$ cat config.mk
export PLATFORM = sky130hd
export DESIGN_NAME = asp_sleep_ctrl
export DESIGN_NICKNAME = d
export VERILOG_FILES = /design/src/rtl/asp_pkg.sv /design/src/rtl/asp_stab_cnt.sv /design/src/rtl/asp_fsm.sv /design/src/rtl/asp_out_latch.sv /design/src/rtl/asp_sleep_ctrl.sv
export SDC_FILE = /design/constraint.sdc
export NUM_CORES = 1
export LEC_CHECK = 0
export ABC_AREA = 0
export CAP_MARGIN = 30
export CORE_ASPECT_RATIO = 1.4
export CORE_MARGIN = 2
export CORE_UTILIZATION = 45
export DETAILED_ROUTE_END_ITERATION = 8
export HOLD_SLACK_MARGIN = 0.05
export PLACE_DENSITY = 0.82
export RECOVER_POWER = 50
export SLEW_MARGIN = 0
export SYNTH_ARGS = -nofsm -noshare
export SYNTH_HDL_FRONTEND = slang
export SYNTH_SLANG_ARGS = --single-unit
$ cat constraint.sdc
create_clock -name clk -period 5.3 [get_ports clk]
set_clock_uncertainty 0.2 [all_clocks]
set_input_delay 1.06 -clock clk [delete_from_list [all_inputs] [get_ports clk]]
set_output_delay 1.06 -clock clk [all_outputs]
set_load 0.05 [all_outputs]
$ cat src/rtl/asp_pkg.sv
`timescale 1ns/1ps
package asp_pkg;
    typedef enum logic [1:0] {
        ST_ACCESS = 2'd0,
        ST_ACTIVE = 2'd1,
        ST_SLEEP  = 2'd2
    } asp_state_e;
endpackage

$ cat src/rtl/asp_stab_cnt.sv
`timescale 1ns/1ps
// Registers the address and counts cycles for which it stays unchanged.
module asp_stab_cnt #(
    parameter int AW    = 16,
    parameter int T_ACC = 4,
    parameter int THR   = 6
) (
    input  logic                         clk,
    input  logic                         rst_n,
    input  logic [AW-1:0]                addr,
    output logic                         addr_chg,
    output logic                         acc_done,
    output logic                         thr_hit
);
    localparam int CW = $clog2(THR + 1);
    localparam logic [CW-1:0] CNT_MAX = CW'(THR);
    localparam logic [CW-1:0] ACC_LIM = CW'(T_ACC - 1);
    localparam logic [CW-1:0] THR_LIM = CW'(THR - 1);

    logic [AW-1:0] addr_q;
    logic [CW-1:0] cnt;

    assign addr_chg = (addr != addr_q);

    always_ff @(posedge clk or negedge rst_n) begin
        if (!rst_n) begin
            addr_q <= '0;
            cnt    <= '0;
        end else begin
            addr_q <= addr;
            if (addr_chg) begin
                cnt <= '0;
            end else if (cnt != CNT_MAX) begin
                cnt <= cnt + 1'b1;
            end
        end
    end

    // Flags are evaluated on the count before the current edge.
    assign acc_done = (cnt >= ACC_LIM);
    assign thr_hit  = (cnt >= THR_LIM);
endmodule

$ cat src/rtl/asp_fsm.sv
`timescale 1ns/1ps
// Access / active / sleep state machine.
module asp_fsm
    import asp_pkg::*;
(
    input  logic clk,
    input  logic rst_n,
    input  logic addr_chg,
    input  logic acc_done,
    input  logic thr_hit,
    input  logic pgm_busy,
    output logic sense_en,
    output logic sleep_o,
    output logic load_en
);
    asp_state_e state, state_nxt;

    always_ff @(posedge clk or negedge rst_n) begin
        if (!rst_n) begin
            state <= ST_ACCESS;
        end else begin
            state <= state_nxt;
        end
    end

    always_comb begin
        state_nxt = state;
        unique case (state)
            ST_ACCESS: begin
                if (!addr_chg && acc_done) begin
                    state_nxt = ST_ACTIVE;
                end
            end
            ST_ACTIVE: begin
                if (addr_chg) begin
                    state_nxt = ST_ACCESS;
                end else if (thr_hit && !pgm_busy) begin
                    state_nxt = ST_SLEEP;
                end
            end
            ST_SLEEP: begin
                if (addr_chg) begin
                    state_nxt = ST_ACCESS;
                end
            end
            default: state_nxt = ST_ACCESS;
        endcase
    end

    always_comb begin
        sleep_o  = (state == ST_SLEEP);
        sense_en = (state != ST_SLEEP);
        load_en  = (state == ST_ACCESS) && !addr_chg && acc_done;
    end
endmodule

$ cat src/rtl/asp_out_latch.sv
`timescale 1ns/1ps
// Holds the last completed read word and gates the output drivers.
module asp_out_latch #(
    parameter int DW = 16
) (
    input  logic          clk,
    input  logic          rst_n,
    input  logic          load_en,
    input  logic [DW-1:0] arr_rdata,
    input  logic          ce_n,
    input  logic          we_n,
    input  logic          oe_n,
    output logic [DW-1:0] dq_o,
    output logic          dq_oe
);
    always_ff @(posedge clk or negedge rst_n) begin
        if (!rst_n) begin
            dq_o <= '0;
        end else if (load_en) begin
            dq_o <= arr_rdata;
        end
    end

    assign dq_oe = !ce_n && !oe_n && we_n;
endmodule

$ cat src/rtl/asp_sleep_ctrl.sv
`timescale 1ns/1ps
module asp_sleep_ctrl #(
    parameter int AW     = 16,
    parameter int DW     = 16,
    parameter int T_ACC  = 4,
    parameter int MARGIN = 2
) (
    input  logic          clk,
    input  logic          rst_n,
    input  logic [AW-1:0] addr,
    input  logic          ce_n,
    input  logic          we_n,
    input  logic          oe_n,
    input  logic          pgm_busy,
    input  logic [DW-1:0] arr_rdata,
    output logic          sense_en,
    output logic          sleep_o,
    output logic [DW-1:0] dq_o,
    output logic          dq_oe
);
    localparam int THR = T_ACC + MARGIN;

    logic addr_chg;
    logic acc_done;
    logic thr_hit;
    logic load_en;

    asp_stab_cnt #(.AW(AW), .T_ACC(T_ACC), .THR(THR)) u_cnt (
        .clk      (clk),
        .rst_n    (rst_n),
        .addr     (addr),
        .addr_chg (addr_chg),
        .acc_done (acc_done),
        .thr_hit  (thr_hit)
    );

    asp_fsm u_fsm (
        .clk      (clk),
        .rst_n    (rst_n),
        .addr_chg (addr_chg),
        .acc_done (acc_done),
        .thr_hit  (thr_hit),
        .pgm_busy (pgm_busy),
        .sense_en (sense_en),
        .sleep_o  (sleep_o),
        .load_en  (load_en)
    );

    asp_out_latch #(.DW(DW)) u_out (
        .clk       (clk),
        .rst_n     (rst_n),
        .load_en   (load_en),
        .arr_rdata (arr_rdata),
        .ce_n      (ce_n),
        .we_n      (we_n),
        .oe_n      (oe_n),
        .dq_o      (dq_o),
        .dq_oe     (dq_oe)
    );
endmodule

=== Word level (Yosys, flattened, before mapping) ===
Index checks and enable logic that the tools add are counted.

* Flip-flop bits (word level): 37
* Input bits: 38
* Output and inout bits: 19
* Word-level logic and storage cells: 35

* Add/subtract/negate cells: 1
* Order comparisons: 2
* Equal/unequal tests: 8
* Mux-type cells: 7
* Reduce and logical (&&, ||, !) cells: 13

{| class="wikitable"
|+ Operators by type and width
! cell !! count
|-
| $ne A16 B16 Y1 || 1
|-
| $mux W2 || 4
|-
| $logic_and A1 B1 Y1 || 6
|-
| $mux W3 || 2
|-
| $pmux W2 S3 || 1
|-
| $logic_not A1 Y1 || 4
|-
| $ne A2 B1 Y1 const B || 2
|-
| $add A3 B1 Y3 const B || 1
|-
| $ge A3 B2 Y1 const B || 1
|-
| $ge A3 B3 Y1 const B || 1
|-
| $ne A3 B1 Y1 const B || 1
|-
| $ne A3 B3 Y1 const B || 1
|-
| $reduce_and A3 Y1 || 1
|-
| $eq A2 B1 Y1 const B || 1
|-
| $eq A2 B2 Y1 const B || 1
|-
| $logic_not A2 Y1 || 1
|-
| $ne A2 B2 Y1 const B || 1
|-
| $reduce_bool A2 Y1 || 1
|}

=== Logic depth before layout (Yosys ltp) ===
Gate-level depths: netlist of run 1.

* Depth in word-level cells: 5
* Gate-level depth with buffers: 7
* Mapped depth without buffers: 6

=== Hierarchy ===
From an unflattened synthesis of run 1, not the netlist that was laid out.

* Cell total of the unflattened synthesis: 102
* Area, all modules: 1,530.2 um^2

{| class="wikitable"
|+ By module, submodules not included
! module !! instances !! cells each !! area each (um^2) !! sequential area each (um^2)
|-
| asp_stab_cnt || 1 || 57 || 763.2 || 475.5
|-
| asp_out_latch || 1 || 35 || 656.9 || 400.4
|-
| asp_fsm || 1 || 10 || 110.1 || 50.0
|}

=== Least setup slack after synthesis of run 1 ===
No wires, ideal clock.

* Kind: input to output
* From: input port oe_n
* To: output port dq_oe
* Data arrival time: 2,218 ps
* Setup slack: 1,822 ps
* Stages: 1
* Path buffers: 0
* Cell sequence: nor3b_1

* Cells in the longest elaborated chain, start to end: 3

{| class="wikitable"
|+ RTL lines
! what !! RTL line !! text
|-
| start: declaration || asp_sleep_ctrl.sv:13 || <nowiki>input logic oe_n,</nowiki>
|-
| $logic_not A1 Y1 || asp_out_latch.sv:24 || <nowiki>assign dq_oe = !ce_n && !oe_n && we_n;</nowiki>
|-
| $logic_and A1 B1 Y1 (2 in a row) || asp_out_latch.sv:24 ||
|-
| end: declaration || asp_sleep_ctrl.sv:19 || <nowiki>output logic dq_oe</nowiki>
|}

Every way passes these cells.

=== Worst setup path in the final report of run 1 ===
* From: input port addr[15]
* To: register u_out.dq_o[7]

* Cells in the longest elaborated chain, start to end: 4

{| class="wikitable"
|+ RTL lines
! what !! RTL line !! text
|-
| start: declaration || asp_sleep_ctrl.sv:10 || <nowiki>input logic [AW-1:0] addr,</nowiki>
|-
| $ne A16 B16 Y1 || asp_stab_cnt.sv:23 || <nowiki>assign addr_chg = (addr != addr_q);</nowiki>
|-
| $logic_not A1 Y1 || asp_fsm.sv:53 || <nowiki>load_en = (state == ST_ACCESS) && !addr_chg && acc_done;</nowiki>
|-
| $logic_and A1 B1 Y1 (2 in a row) || asp_fsm.sv:53 ||
|-
| end signal: assignment || asp_out_latch.sv:20 || <nowiki>dq_o <= arr_rdata;</nowiki>
|-
| end: declaration || asp_out_latch.sv:13 || <nowiki>output logic [DW-1:0] dq_o,</nowiki>
|}

Every way passes these cells.
A chain may end at the register's enable or synchronous reset.

==> results of run 1 <==
flip-flops by register name, summed over array words and instances, names as in the netlist:
name	flops
u_cnt.addr_q	16
u_out.dq_o	16
u_cnt.cnt	3
u_fsm.state	2
metrics by stage:
step           area [µm²]   util  setup slack (ps)  hold WS [ps]
2_1_floorplan        1510      -              1820           239
3_3_place_gp         2080  0.659              1380           264
3_5_place_dp         2080  0.659              1300           273
4_1_cts              2160  0.687              1520           285
5_1_grt              2160  0.686              1360           315
6_report             2160  0.686              1460           293
cells by family after synthesis:
| kind of cell | count (synthesis) | share of synthesized area |
|---|---|---|
| mux | 16 | 0.145 |
| flops | 37 | 0.615 |
| xor+xnor | 17 | 0.0989 |
| buf+inv | 7 | 0.0333 |
| fa+ha+maj | 4 | 0.0333 |
| simple gates | 14 | 0.0524 |
| compound gates | 5 | 0.0224 |
cell usage in the layout, fill, tap and decap left out:
cell type	n
nand2_1	2
dlygate4sd3_1	16
inv_1	5
dfrtp_1	37
a21oi_1	2
mux2_2	6
nand2b_1	1
clkbuf_1	2
a211oi_1	2
xnor2_1	1
ha_1	4
nor4_1	5
nand4_1	1
clkdlybuf4s50_1	39
xor2_1	16
clkbuf_8	6
mux2_4	10
nor2_1	2
nor3b_1	1
a2111oi_0	1
nor3_1	1
or4_1	1
cell type report:
| type | count | area [µm²] |
|---|---|---|
| multi-input combinational | 56 | 529 |
| clock buffer | 7 | 86.3 |
| timing repair buffer | 56 | 554 |
| tap | 39 | 48.8 |
| sequential | 37 | 926 |
| inverter | 5 | 18.8 |
| fill | 242 | 990 |
synth_stat cells:
master,number
a21oi_1,2
mux2_4,10
a2111oi_0,1
nand2_1,2
nor3_1,1
dfrtp_1,37
nand4_1,1
nor2_1,2
ha_1,4
mux2_2,6
nor4_1,5
xnor2_1,1
inv_1,5
a211oi_1,2
xor2_1,16
nor3b_1,1
nand2b_1,1
or4_1,1
buf_12,1
buf_6,1
power by group through the flow:
stage / Combinational, µW / Clock [µW] / Sequential (µW)
after floorplan: 10.0 / 0 / 296
after global placement: 45.9 / 0 / 296
after detailed placement: 47.2 / 0 / 297
after CTS: 47.5 / 195 / 292
after global routing: 48.3 / 206 / 292
final: 43.8 / 191 / 292
layer usage:
layer / GRT usage / routed length [µm] / vias to the layer above
met3: 0.0453 / 191 / 7
met5: 0 / 0 / -
met1: 0.196 / 1120 / 479
li1: - / - / 462
met4: 0.0883 / 67 / 0
met2: 0.308 / 1610 / 32
how the worst max path moves through the flow:
stage | start | end | slack [ps] | cells past startpoint
finish | addr[15] | u_out.dq_o[7]$_DFFE_PN0P_ | 1460 | 6
global route | addr[6] | u_out.dq_o[7]$_DFFE_PN0P_ | 1360 | 6
CTS | we_n | dq_oe | 1520 | 3
detailed placement | addr[6] | u_out.dq_o[7]$_DFFE_PN0P_ | 1300 | 6
global placement | addr[15] | u_out.dq_o[6]$_DFFE_PN0P_ | 1380 | 6
floorplan | oe_n | dq_oe | 1820 | 1
worst max-delay path, cell delays in order:
cell and delay (ps):
dlygate4sd3_1 570, xor2_1 160, nor4_1 340, nand4_1 280
or4_1 940, mux2_4 440
==> results.rst, run 1 <==
.. list-table::
   :header-rows: 1

   * - Metric
     - Value
   * - Die outline area
     - about 3800 µm²
   * - Vias in the first global route
     - about 1.1k
   * - Buffer count from post-CTS setup fixing
     - 0
   * - Unique cell type count in the Yosys netlist
     - 20
   * - H-tree Lvls
     - 2
   * - Slew HR
     - -0.249
   * - Number of design rule violations left after detail routing
     - 0
   * - Clock Path Buffers
     - 2
   * - Initial core utilization
     - 0.477
   * - Initial antenna violation count
     - 0
   * - Flop and latch count out of synthesis
     - 37
   * - Endpoint type of the worst setup path
     - flip-flop
   * - Pin count of the biggest net entering global routing
     - 38
   * - Number of buffers added to fix hold violations after cts
     - 0
   * - Lkg Pwr
     - around 0.001 µW
   * - Failing checks
     - max-capacitance violations, max-slew violations
   * - Routability congestion estimate
     - about 0.74
   * - Core box area
     - around 3200 µm²
   * - Power density relative to cell area
     - roughly 240 nW/µm²
   * - Fraction of layout instances using a drive strength above 1
     - 0.137
   * - Clock transition time at the flip-flop clock pins of the worst setup and hold paths
     - around 60 ps
   * - Comb pwr share
     - 0.083
   * - Number of sinks on the clock net
     - 37
   * - Clock network fraction of total power
     - 0.363
   * - Post-Synthesis Cell Area
     - around 1500 µm²
   * - Clk_lat worst skew
     - 280 ps
   * - Number of gates resized after CTS
     - 0
   * - Overall overflow remaining after global route
     - 0
   * - Worst Setup Start Kind
     - input pin
   * - Max-slew violation count
     - 38
   * - Final Non-Filler Cells
     - 200
   * - Average routed wire per standard cell
     - around 15 µm
   * - Count of cells along the worst register-to-register path
     - 5
   * - Antenna-violating nets left
     - 0
   * - Post-DP HPWL
     - roughly 2300 µm
   * - Drt pass-1 iters
     - 3
   * - Ant diodes
     - 0
   * - I/O pins
     - 57
   * - Syn_nets
     - 142
   * - Synth Warn #
     - 0
   * - Clk Tree Root Cell
     - clkbuf_8
   * - Min cycle time layout
     - approximately 3800 ps
   * - Arrival time at the worst endpoint
     - roughly 3800 ps
   * - Maximum capacitance violations
     - 1
   * - Fraction of post-synthesis cell area in the top cell type by area
     - 0.615
   * - Largest vdd supply drop
     - about 240 µV
   * - Part of the total power dissipated in sequential elements
     - 0.554
   * - Internal reg-to-reg setup slack
     - ~2400 ps
   * - Worst endpoint required time
     - 5260 ps
   * - Post-Synthesis Mean Instance Area
     - between 15 and 20 µm²
   * - Capture endpoint of the worst hold path
     - u_fsm.state[0]$_DFFE_PN0P_
   * - Number of endpoints with negative hold slack in the final report
     - 0
   * - Worst hold path stage count
     - 1
   * - IO buf count
     - 56
   * - Global router's overall resource usage
     - 0.178
   * - DR vias
     - 980
   * - Via-to-Cell Ratio
     - around 4.9
   * - Period Utilization, post-route
     - 0.725
   * - CTS tree
     - done
   * - Critical R2R Capture
     - u_out.dq_o[7]$_DFFE_PN0P_
   * - Worst setup path class
     - in -> reg
   * - Total instance count after detailed placement
     - between 150 and 200
   * - Power dissipated by switching net loads
     - between 100 and 150 µW
   * - Largest area contributor in the netlist
     - dfrtp_1
   * - Path class of the lowest-slack min-delay path
     - reg -> reg
   * - Most area-consuming cells after synthesis
     - dfrtp_1 (62%), mux2_4 (10%), xor2_1 (9.3%)
   * - Design Power
     - between 500 and 600 µW
   * - Status
     - finished with violations
   * - Fraction of the yosys area taken by sequential cells
     - 0.615
   * - Reg-to-reg startpoint
     - u_cnt.addr_q[15]$_DFF_PN0_
   * - Worst Min Path Start
     - u_fsm.state[1]$_DFFE_PN0P_
   * - Drt total wl
     - ~3000 µm
   * - Setup tns final
     - 0 ps
   * - Internal portion of total power
     - ~420 µW
   * - Number of placement rows
     - 24
   * - Width of the die
     - 52.9 µm
   * - TritonCTS Buffers
     - 5
   * - Switching part of the total
     - 0.204
   * - Count of routing violations after the opening detailed-route iteration
     - 4
   * - Maximum clock frequency
     - 260 MHz
   * - Vertical die dimension
     - 72.4 µm
   * - Synthesized netlist cell count
     - 100
   * - Critical path peak fanout
     - 16
   * - RSZ-0062 raised after global routing
     - no
   * - Signed area change from the synthesized netlist to the final layout
     - 43.7%
   * - Layout Nets
     - 203
   * - Endpoints failing setup
     - 0
   * - First-pass GRT wire length
     - between 4000 and 5000 µm
   * - Worst slew pin tran
     - 1870 ps
No activity file was read; power rests on OpenSTA's default activity.
==> run 2, diff against run 1 <==
--- a/config.mk
+++ b/config.mk
@@ -9,10 +9,10 @@
 export CAP_MARGIN = 30
 export CORE_ASPECT_RATIO = 1.4
 export CORE_MARGIN = 2
-export CORE_UTILIZATION = 45
+export CORE_UTILIZATION = 43
 export DETAILED_ROUTE_END_ITERATION = 8
 export HOLD_SLACK_MARGIN = 0.05
-export PLACE_DENSITY = 0.82
+export PLACE_DENSITY = 0.78
 export RECOVER_POWER = 50
 export SLEW_MARGIN = 0
 export SYNTH_ARGS = -nofsm -noshare
==> constraint.sdc (replaced) <==
create_clock -name clk -period 4 [get_ports clk]
set_clock_uncertainty 0.2 [all_clocks]
set_input_delay 0.8 -clock clk [delete_from_list [all_inputs] [get_ports clk]]
set_output_delay 0.8 -clock clk [all_outputs]
set_load 0.05 [all_outputs]
==> results.rst, run 2 (synthesis results as in run 1) <==
.. list-table::
   :header-rows: 1

   * - Metric
     - Value
   * - Worst slew pin tran
     - 1850 ps (was 1870 ps)
   * - Critical R2R Capture
     - u_out.dq_o[15]$_DFFE_PN0P_ (was u_out.dq_o[7]$_DFFE_PN0P_)
   * - Drt pass-1 iters
     - 4 (was 3)
   * - Min cycle time layout
     - roughly 3300 ps
   * - Global router's overall resource usage
     - 0.158 (was 0.178)
   * - Maximum capacitance violations
     - 1 (unchanged)
   * - Number of placement rows
     - 25 (was 24)
   * - Number of buffers and inverters on the critical path
     - 2 (was 1)
   * - Initial core utilization
     - 0.446 (was 0.477)
   * - Worst endpoint required time
     - 3970 ps (was 5260 ps)
   * - Endpoint type of the worst setup path
     - flip-flop (unchanged)
   * - Period Utilization, post-route
     - 0.834
   * - Worst Setup Start Kind
     - input pin (unchanged)
   * - TritonCTS Buffers
     - 5 (unchanged)
   * - Worst hold path stage count
     - 1 (unchanged)
   * - Maximum clock frequency
     - 300 MHz
   * - I/O pins
     - 57 (unchanged)
   * - Hold Worst Slack
     - 285 ps (was 293 ps)
   * - Width of the die
     - 54.0 µm (was 52.9 µm)
   * - Reg-to-reg startpoint
     - u_cnt.addr_q[13]$_DFF_PN0_ (was u_cnt.addr_q[15]$_DFF_PN0_)
   * - Clk Tree Root Cell
     - clkbuf_8 (unchanged)
   * - Routability congestion estimate
     - 0.663 (was 0.744)
   * - Internal reg-to-reg setup slack
     - 1350 ps (was 2430 ps)
   * - RSZ-0062 raised after global routing
     - no (unchanged)
   * - Number of sinks on the clock net
     - 37 (unchanged)
   * - CTS tree
     - done (unchanged)
   * - Post-DP HPWL
     - 2170 µm (was 2340 µm)
   * - Clock transition time at the flip-flop clock pins of the worst setup and hold paths
     - 80 ps (was 60 ps)
   * - Largest vdd supply drop
     - 392 µV (was 239 µV)
   * - Worst setup path class
     - in -> reg (unchanged)
   * - Overall overflow remaining after global route
     - 0 (unchanged)
   * - Area used by multi-input combinational logic
     - 529 µm² (unchanged)
   * - H-tree Lvls
     - 2 (unchanged)
   * - Pin count of the biggest net entering global routing
     - 38 (unchanged)
   * - Maximum cell stage delay along the critical path
     - 560 ps (was 940 ps)
   * - Largest delay share family, worst path
     - simple AND/OR/NAND/NOR gates (unchanged)
   * - Lkg Pwr
     - 0.00103 µW (was 0.000997 µW)
   * - Path class of the lowest-slack min-delay path
     - reg -> reg (unchanged)
   * - Most common library cell in the layout ignoring fill and taps
     - clkdlybuf4s50_1 (unchanged)
   * - Cell-by-cell listing of the critical path
     - dlygate4sd3_1 -> xor2_1 -> nor4_1 -> nand4_1 -> or4_1 -> buf_4 -> mux2_4 (was dlygate4sd3_1 -> xor2_1 -> nor4_1 -> nand4_1 -> or4_1 -> mux2_4)
   * - First-pass GRT wire length
     - 4480 µm (was 5000 µm)
   * - Max-slew violation count
     - 38 (unchanged)
   * - Ant diodes
     - 0 (unchanged)
   * - IO buf count
     - 56 (unchanged)
   * - Via-to-Cell Ratio
     - 4.91 (was 4.90)
   * - Vias in the first global route
     - 1049 (was 1069)
   * - Number of design rule violations left after detail routing
     - 0 (unchanged)
   * - Layout Nets
     - 204 (was 203)
   * - Power density relative to cell area
     - 372 nW/µm² (was 243 nW/µm²)
   * - Die outline area
     - 4000 µm² (was 3830 µm²)
   * - Max stage delay cell, worst path
     - dlygate4sd3_1 (was or4_1)
   * - Worst Min Path Start
     - u_fsm.state[1]$_DFFE_PN0P_ (unchanged)
   * - Count of cells along the worst register-to-register path
     - 6 (was 5)
   * - Number of gates resized after CTS
     - 0 (unchanged)
   * - Average routed wire per standard cell
     - 13.5 µm (was 14.9 µm)
   * - Signed area change from the synthesized netlist to the final layout
     - 47.7% (was 43.7%)
   * - Register area
     - 926 µm² (unchanged)
   * - DR vias
     - 996 (was 980)
   * - Registers with the highest flip-flop counts
     - u_cnt.addr_q: 16 flops, u_out.dq_o: 16 flops, u_cnt.cnt: 3 flops (unchanged)
   * - Critical path peak fanout
     - 16 (unchanged)
   * - Number of endpoints with negative hold slack in the final report
     - 0 (unchanged)
   * - Antenna-violating nets left
     - 0 (unchanged)
   * - Arrival time at the worst endpoint
     - 3300 ps (was 3800 ps)
   * - Buffer count from post-CTS setup fixing
     - 0 (unchanged)
   * - Clk_lat worst skew
     - 280 ps (about the same)
   * - Clock Path Buffers
     - 2 (unchanged)
   * - Failing checks
     - max-capacitance violations, max-slew violations (unchanged)
   * - Slew HR
     - -0.231 (was -0.249)
   * - Number of buffers added to fix hold violations after cts
     - 0 (unchanged)
   * - Capture endpoint of the worst hold path
     - u_fsm.state[0]$_DFFE_PN0P_ (unchanged)
   * - Fraction of layout instances using a drive strength above 1
     - 0.153 (was 0.137)
   * - Status
     - finished with violations (unchanged)
   * - Core box area
     - 3380 µm² (was 3150 µm²)
   * - Drt total wl
     - 2740 µm (was 2990 µm)
   * - Endpoints failing setup
     - 0 (unchanged)
   * - Fill cell instance count of the final layout
     - 261 (was 242)
   * - Setup tns final
     - 0 ps (unchanged)
   * - Most used cells in the layout excluding fill and tap cells
     - clkdlybuf4s50_1 (39), dfrtp_1 (37), xor2_1 (16), dlygate4sd3_1 (16), mux2_4 (10) (unchanged)
   * - Count of routing violations after the opening detailed-route iteration
     - 19 (was 4)
   * - Vertical die dimension
     - 74.0 µm (was 72.4 µm)
   * - Initial antenna violation count
     - 0 (unchanged)
[run 2: cell count changes in the layout (fill, tap and decap cells not counted)]
cell       before  now
clkbuf_8        6    5
inv_6           0    1
clkbuf_1        2    1
buf_4           0    1
bufinv_16       0    2
[run 2: how the worst max path moves through the flow]
stage	start	endpoint	slack, ps	cells past startpoint
floorplan	oe_n	dq_oe	1040	1
global placement	addr[13]	u_out.dq_o[7]$_DFFE_PN0P_	520	7
detailed placement	addr[8]	u_out.dq_o[15]$_DFFE_PN0P_	440	7
CTS	we_n	dq_oe	730	3
global route	addr[13]	u_out.dq_o[15]$_DFFE_PN0P_	530	7
finish	addr[13]	u_out.dq_o[15]$_DFFE_PN0P_	660	7
[run 2: power by group]
part | leakage (µW) | internal [µW] | switching [µW]
logic | 0.000477 | 36.1 | 21.8
registers | 0.000480 | 382 | 3.69
clock network | 0.0000687 | 251 | 132
total | 0.00103 | 669 | 157
[run 2: worst register-to-register path, delay by kind of cell, from the launching register on]
kind	cells	cell delay, ps
buf+inv	1	230
flops	1	380
simple gates	3	1230
mux	1	330
xor+xnor	1	160
[run 2: final cells by class]
type	instances	share of cell area
flip-flops and latches	37	0.416
repair buffers	57	0.253
multi-input cells	56	0.238
clock buffers	5	0.0310
clock inverters	3	0.0310
well taps	40	0.0225
inverters	5	0.00844
[run 2: metal layers]
metal  routed length, µm  GRT usage
met2                1410      0.276
met3                 265     0.0482
met5                   0          0
met1                1050      0.178
met4                  15     0.0583
[run 2: metrics by stage]
step,cells,instance area (µm²),util,power [µW],setup slack (ps)
floorplan,100,1510,-,406,1040
global placement,195,2090,0.618,454,521
detailed placement,195,2090,0.618,455,444
CTS,203,2220,0.659,841,733
global route,203,2220,0.658,860,525
finish,203,2220,0.658,826,664
